**src/rtl/penc_pkg.sv**
```systemverilog
package penc_pkg;

    localparam int DEF_UNITS = 8;
    localparam int DEF_LINES = 8;

    // Operating condition of one encoder unit.
    typedef enum logic [1:0] {
        U_OFF  = 2'd0,   // enable input inactive
        U_IDLE = 2'd1,   // enabled, no active request
        U_HIT  = 2'd2    // enabled, at least one active request
    } unit_mode_e;

endpackage

```
**src/rtl/penc_unit.sv**
```systemverilog
module penc_unit
    import penc_pkg::*;
#(
    parameter  int LINES = DEF_LINES,
    localparam int CW    = $clog2(LINES)
) (
    input  logic             ei_n,
    input  logic [LINES-1:0] req_n,
    output logic [CW-1:0]    code_n,
    output logic             code_oe,
    output logic             gs_n,
    output logic             eo_n
);

    typedef struct packed {
        logic [CW-1:0] code_n;
        logic          oe;
        logic          gs_n;
        logic          eo_n;
    } unit_res_t;

    unit_mode_e    mode_d;
    logic [CW-1:0] top_idx_d;
    unit_res_t     res_d;

    // Highest-numbered low input; later iterations override earlier ones.
    always_comb begin
        top_idx_d = '0;
        for (int i = 0; i < LINES; i++) begin
            if (!req_n[i]) top_idx_d = CW'(i);
        end
    end

    always_comb begin
        if (ei_n)          mode_d = U_OFF;
        else if (&req_n)   mode_d = U_IDLE;
        else               mode_d = U_HIT;
    end

    always_comb begin
        res_d = '{code_n: '1, oe: 1'b0, gs_n: 1'b1, eo_n: 1'b1};
        case (mode_d)
            U_IDLE: res_d.eo_n = 1'b0;
            U_HIT: begin
                res_d.code_n = ~top_idx_d;
                res_d.oe     = 1'b1;
                res_d.gs_n   = 1'b0;
            end
            default: ;
        endcase
    end

    assign code_n  = res_d.code_n;
    assign code_oe = res_d.oe;
    assign gs_n    = res_d.gs_n;
    assign eo_n    = res_d.eo_n;

endmodule

```
**src/rtl/penc_bus_pullup.sv**
```systemverilog
module penc_bus_pullup #(
    parameter int N = 8,
    parameter int W = 3
) (
    input  logic [N-1:0]   oe,
    input  logic [N*W-1:0] drv,
    output logic [W-1:0]   bus
);

    // Resolved shared bus: released drivers leave the pull-up level (all ones);
    // an enabled driver pulls bits low where its value is zero.
    always_comb begin
        bus = '1;
        for (int u = 0; u < N; u++) begin
            if (oe[u]) bus = bus & drv[u*W +: W];
        end
    end

endmodule

```
**src/rtl/penc_group_index.sv**
```systemverilog
module penc_group_index #(
    parameter  int N  = 8,
    localparam int GW = $clog2(N)
) (
    input  logic [N-1:0]  grp_n,
    output logic [GW-1:0] idx_n
);

    // Bit b goes low when an active unit has bit b set in its number.
    always_comb begin
        idx_n = '1;
        for (int u = 0; u < N; u++) begin
            if (!grp_n[u]) idx_n = idx_n & ~GW'(u);
        end
    end

endmodule

```
**src/rtl/prienc64_cascade.sv**
```systemverilog
module prienc64_cascade
    import penc_pkg::*;
#(
    parameter  int N_UNITS    = DEF_UNITS,
    parameter  int UNIT_LINES = DEF_LINES,
    localparam int CW         = $clog2(UNIT_LINES),
    localparam int GW         = $clog2(N_UNITS),
    localparam int TOTAL      = N_UNITS * UNIT_LINES
) (
    input  logic             en_n,
    input  logic [TOTAL-1:0] req_n,
    output logic [GW+CW-1:0] code_n,
    output logic             gs_n,
    output logic             eo_n
);

    logic [N_UNITS-1:0]    unit_ei_n;
    logic [N_UNITS-1:0]    unit_eo_n;
    logic [N_UNITS-1:0]    unit_gs_n;
    logic [N_UNITS-1:0]    unit_oe;
    logic [N_UNITS*CW-1:0] unit_code_n;
    logic [CW-1:0]         low_bus;
    logic [GW-1:0]         grp_idx_n;

    for (genvar u = 0; u < N_UNITS; u++) begin : g_unit
        // Enable flows from the highest group downward.
        if (u == N_UNITS - 1) begin : g_head
            assign unit_ei_n[u] = en_n;
        end else begin : g_link
            assign unit_ei_n[u] = unit_eo_n[u+1];
        end

        penc_unit #(.LINES(UNIT_LINES)) i_unit (
            .ei_n    (unit_ei_n[u]),
            .req_n   (req_n[u*UNIT_LINES +: UNIT_LINES]),
            .code_n  (unit_code_n[u*CW +: CW]),
            .code_oe (unit_oe[u]),
            .gs_n    (unit_gs_n[u]),
            .eo_n    (unit_eo_n[u])
        );
    end

    penc_bus_pullup #(.N(N_UNITS), .W(CW)) i_bus (
        .oe  (unit_oe),
        .drv (unit_code_n),
        .bus (low_bus)
    );

    penc_group_index #(.N(N_UNITS)) i_gidx (
        .grp_n (unit_gs_n),
        .idx_n (grp_idx_n)
    );

    assign code_n = {grp_idx_n, low_bus};
    assign gs_n   = &unit_gs_n;
    assign eo_n   = unit_eo_n[0];

endmodule

```
**config.mk**
```make
export PLATFORM = sky130hd
export DESIGN_NAME = prienc64_cascade
export DESIGN_NICKNAME = d
export VERILOG_FILES = /design/src/rtl/penc_pkg.sv /design/src/rtl/penc_unit.sv /design/src/rtl/penc_bus_pullup.sv /design/src/rtl/penc_group_index.sv /design/src/rtl/prienc64_cascade.sv
export SDC_FILE = /design/constraint.sdc
export NUM_CORES = 1
export LEC_CHECK = 0
export BUFFER_PORTS_ARGS = -buffer_cell sky130_fd_sc_hd__buf_2
export CORE_UTILIZATION = 40
export DETAILED_ROUTE_END_ITERATION = 8
export GPL_TIMING_DRIVEN = 0
export PLACE_DENSITY = 0.88
export SETUP_SLACK_MARGIN = 0.05
export SYNTH_ARGS = -nofsm -noshare
export SYNTH_HDL_FRONTEND = slang
export SYNTH_SLANG_ARGS = --single-unit
```
**constraint.sdc**
```tcl
create_clock -name vclk -period 2.05
set_input_delay 0.205 -clock vclk [all_inputs]
set_output_delay 0.205 -clock vclk [all_outputs]
set_load 0.005 [all_outputs]
```
==> summary.md <==
| Metric | Value |
|---|---|
| Comb pwr share | `100.0%` |
| Mapped Cells | `128` |
| Hold Crit Class | `input port to output port` |
| Mapped Nets | `193` |
| CP Data Arrival Time | `1610 ps` |
| Vias | `1250` |
| Pin count of the biggest net entering global routing | `10` |
| Clk_buf instances | `0` |
| WL per Instance | `10.9 um` |
| Cell Area, Synth | `739 sq um` |
| Sequential fraction of the synthesis area | `0%` |
| Most common cell after layout, fill and taps aside | `buf_2` |
| Synth Area in Compound Gates | `35.9%` |
| Synth cell types | `35` |
| Setup violations, final | `0` |
| CP dominant cell by count | `buf_2` |
| Nets@finish | `267` |
| CORE AREA | `1730 sq um` |
| ANT cells | `0` |
| Met1 Usage GRT | `23.9%` |
| # Post-CTS Setup Buffers | `0` |
| Setup CP Type | `input port to output port` |
| DIE AREA | `2020 sq um` |
| Crit path from | `req_n[47]` |
| CP max stage cell | `nor4_2` |
| Switching Fraction | `49.4%` |
| Mux contribution to synthesized area | `0%` |
| Die width | `45.0 um` |
| Worst rel slew slack | `80.1%` |
| Power per standard cell area | `144 nW/um^2` |
| Buffers on Ports | `72` |
| Largest family of logic cells by synthesized area | `simple AND/OR/NAND/NOR gates` |
| Sequential share of power | `0%` |
| Met3 Use GR | `2.80%` |
| Yosys warns | `0` |
| Critical Path Max Stage Delay | `310 ps` |
| Detailed Route WL | `2460 um` |
| Final period utilization | `88.7%` |
| Outcome | `finished clean` |
| Synth Area in XOR/XNOR | `0%` |
| M2 GR Usage | `51.3%` |
| Gpl congestion | `0.833` |
| Initial Util | `42.8%` |
| Post-DP HPWL | `2190 um` |
| Switching power | `0.0000803 W` |
| WHS | `727 ps` |
| Global-route wire length before repair | `3950 um` |
| Startpoint types | `input port` |
| Post-detailed-route count of antenna-violating nets | `0` |
| Seq cells | `0` |
| Rows | `15` |
| Critical-path cell list | `buf_2, nand4_1, or2_4, nor3_4, nand2_2, nor4_2, or2_1, buf_2` |
| Vias in the first global route | `1112` |
| DR iter-0 viols | `22` |
| F_max | `550 MHz` |
| WP data required | `1850 ps` |
| Post-CTS Hold Buffers | `0` |
| Syn avg cell area | `5.78 sq um` |
| Synth Area in Adders | `0%` |
| I/O Pins | `73` |
| Layout cells sized above 1 | `42.0%` |
| Cts repair resizes | `0` |
| Gr busiest metal | `met2` |
| Critical path fanouts, max | `3` |
| RSZ-0062 raised after global routing | `false` |
| Worst Max-Slew Pin Slew | `296 ps` |
| Critical path capture point type | `output port` |
| Static leakage | `0.560 nW` |
| Max-cap violations | `0` |
| Synthesis-to-layout area growth | `53.0%` |
| DRT Pass-1 Iters | `4` |
| Tmin final | `1820 ps` |
| DR DRC count | `0` |
| Overall overflow remaining after global route | `0` |
| Die Height | `45.0 um` |
| Setup TNS | `0 ps` |
| CP Capture Point | `gs_n` |
| Max-slew violations | `0` |
| DR vias/cell | `5.56` |
| Clock power frac | `0%` |
| FF+latch area | `0 sq um` |
| Antenna violations before repair | `0` |
| GRT Total Usage | `24.3%` |
| Final hold vios | `0` |
| Worst IR Drop VDD | `0.0802 mV` |
| Simple-gate share of the synthesized area | `56.5%` |
| Most frequent cells in the layout | `buf_2, nand2_1, o21ai_0` |
| Pint | `0.0000822 W` |
[worst min path at each step]
stage,depth (start not counted),slack (ps),startpoint,end
after floorplan,2,530,req_n[31],code_n[0]
after global placement,3,730,en_n,code_n[4]
after detailed placement,3,730,en_n,code_n[5]
after CTS,3,730,en_n,code_n[5]
after global routing,3,750,en_n,code_n[5]
final,3,730,en_n,code_n[5]
[metrics by stage]
step                      total power [W]  area, sq um  setup WS [ps]  std cells  utilization (%)
after floorplan                 0.0000601          739            575        128                -
after global placement           0.000153         1130            274        225             65.5
after detailed placement         0.000161         1130            228        225             65.5
after CTS                        0.000162         1130            222        225             65.5
after global routing             0.000183         1130           77.0        225             65.5
final                            0.000163         1130            232        225             65.5
[worst max-delay path, delay by kind of cell]
| kind | cells | cell delay, ps |
|---|---|---|
| and+or+nand+nor | 6 | 1200 |
| buffers and inverters | 2 | 210 |
[per-layer routing]
metal  share of wire [%]  routed length [um]
met5                   0                   0
met4                   0                   0
met3                 6.8                 166
met2                  52                1270
met1                  41                1010
[power by group through the flow]
stage | combinational, W | clock, W | sequential, W
after floorplan | 0.0000601 | 0 | 0
after global placement | 0.000153 | 0 | 0
after detailed placement | 0.000161 | 0 | 0
after CTS | 0.000162 | 0 | 0
after global routing | 0.000183 | 0 | 0
final | 0.000163 | 0 | 0
[kinds of logic after synthesis]
kind of cell / count (synthesis)
simple gates: 72
buf+inv: 14
compound gates: 42
[cells in the mapped netlist (all sizes together), types with 2 or more instances]
cell type,instances,share of area [%]
nand4,12,11
nor2,9,4.9
nand3,6,4.1
o2111ai,4,4.7
a31o,2,2.4
a31oi,6,5.1
nor2b,4,3.4
or2,3,2.9
nor4,3,4.2
a21boi,2,2.0
nand2,20,10
and4,4,4.7
o21ai,16,11
nor3,4,4.2
a21oi,5,3.4
inv,13,6.6
nand2b,5,4.6
[layout make-up]
cell class                      count  area (sq um)
Buffer                              1          7.51
Timing Repair Buffer               72           360
Tap cell                           25          31.3
Inverter                           13          48.8
Multi-Input combinational cell    114           683
Fill cell                         165           596
(Power assumes the default switching activity.)
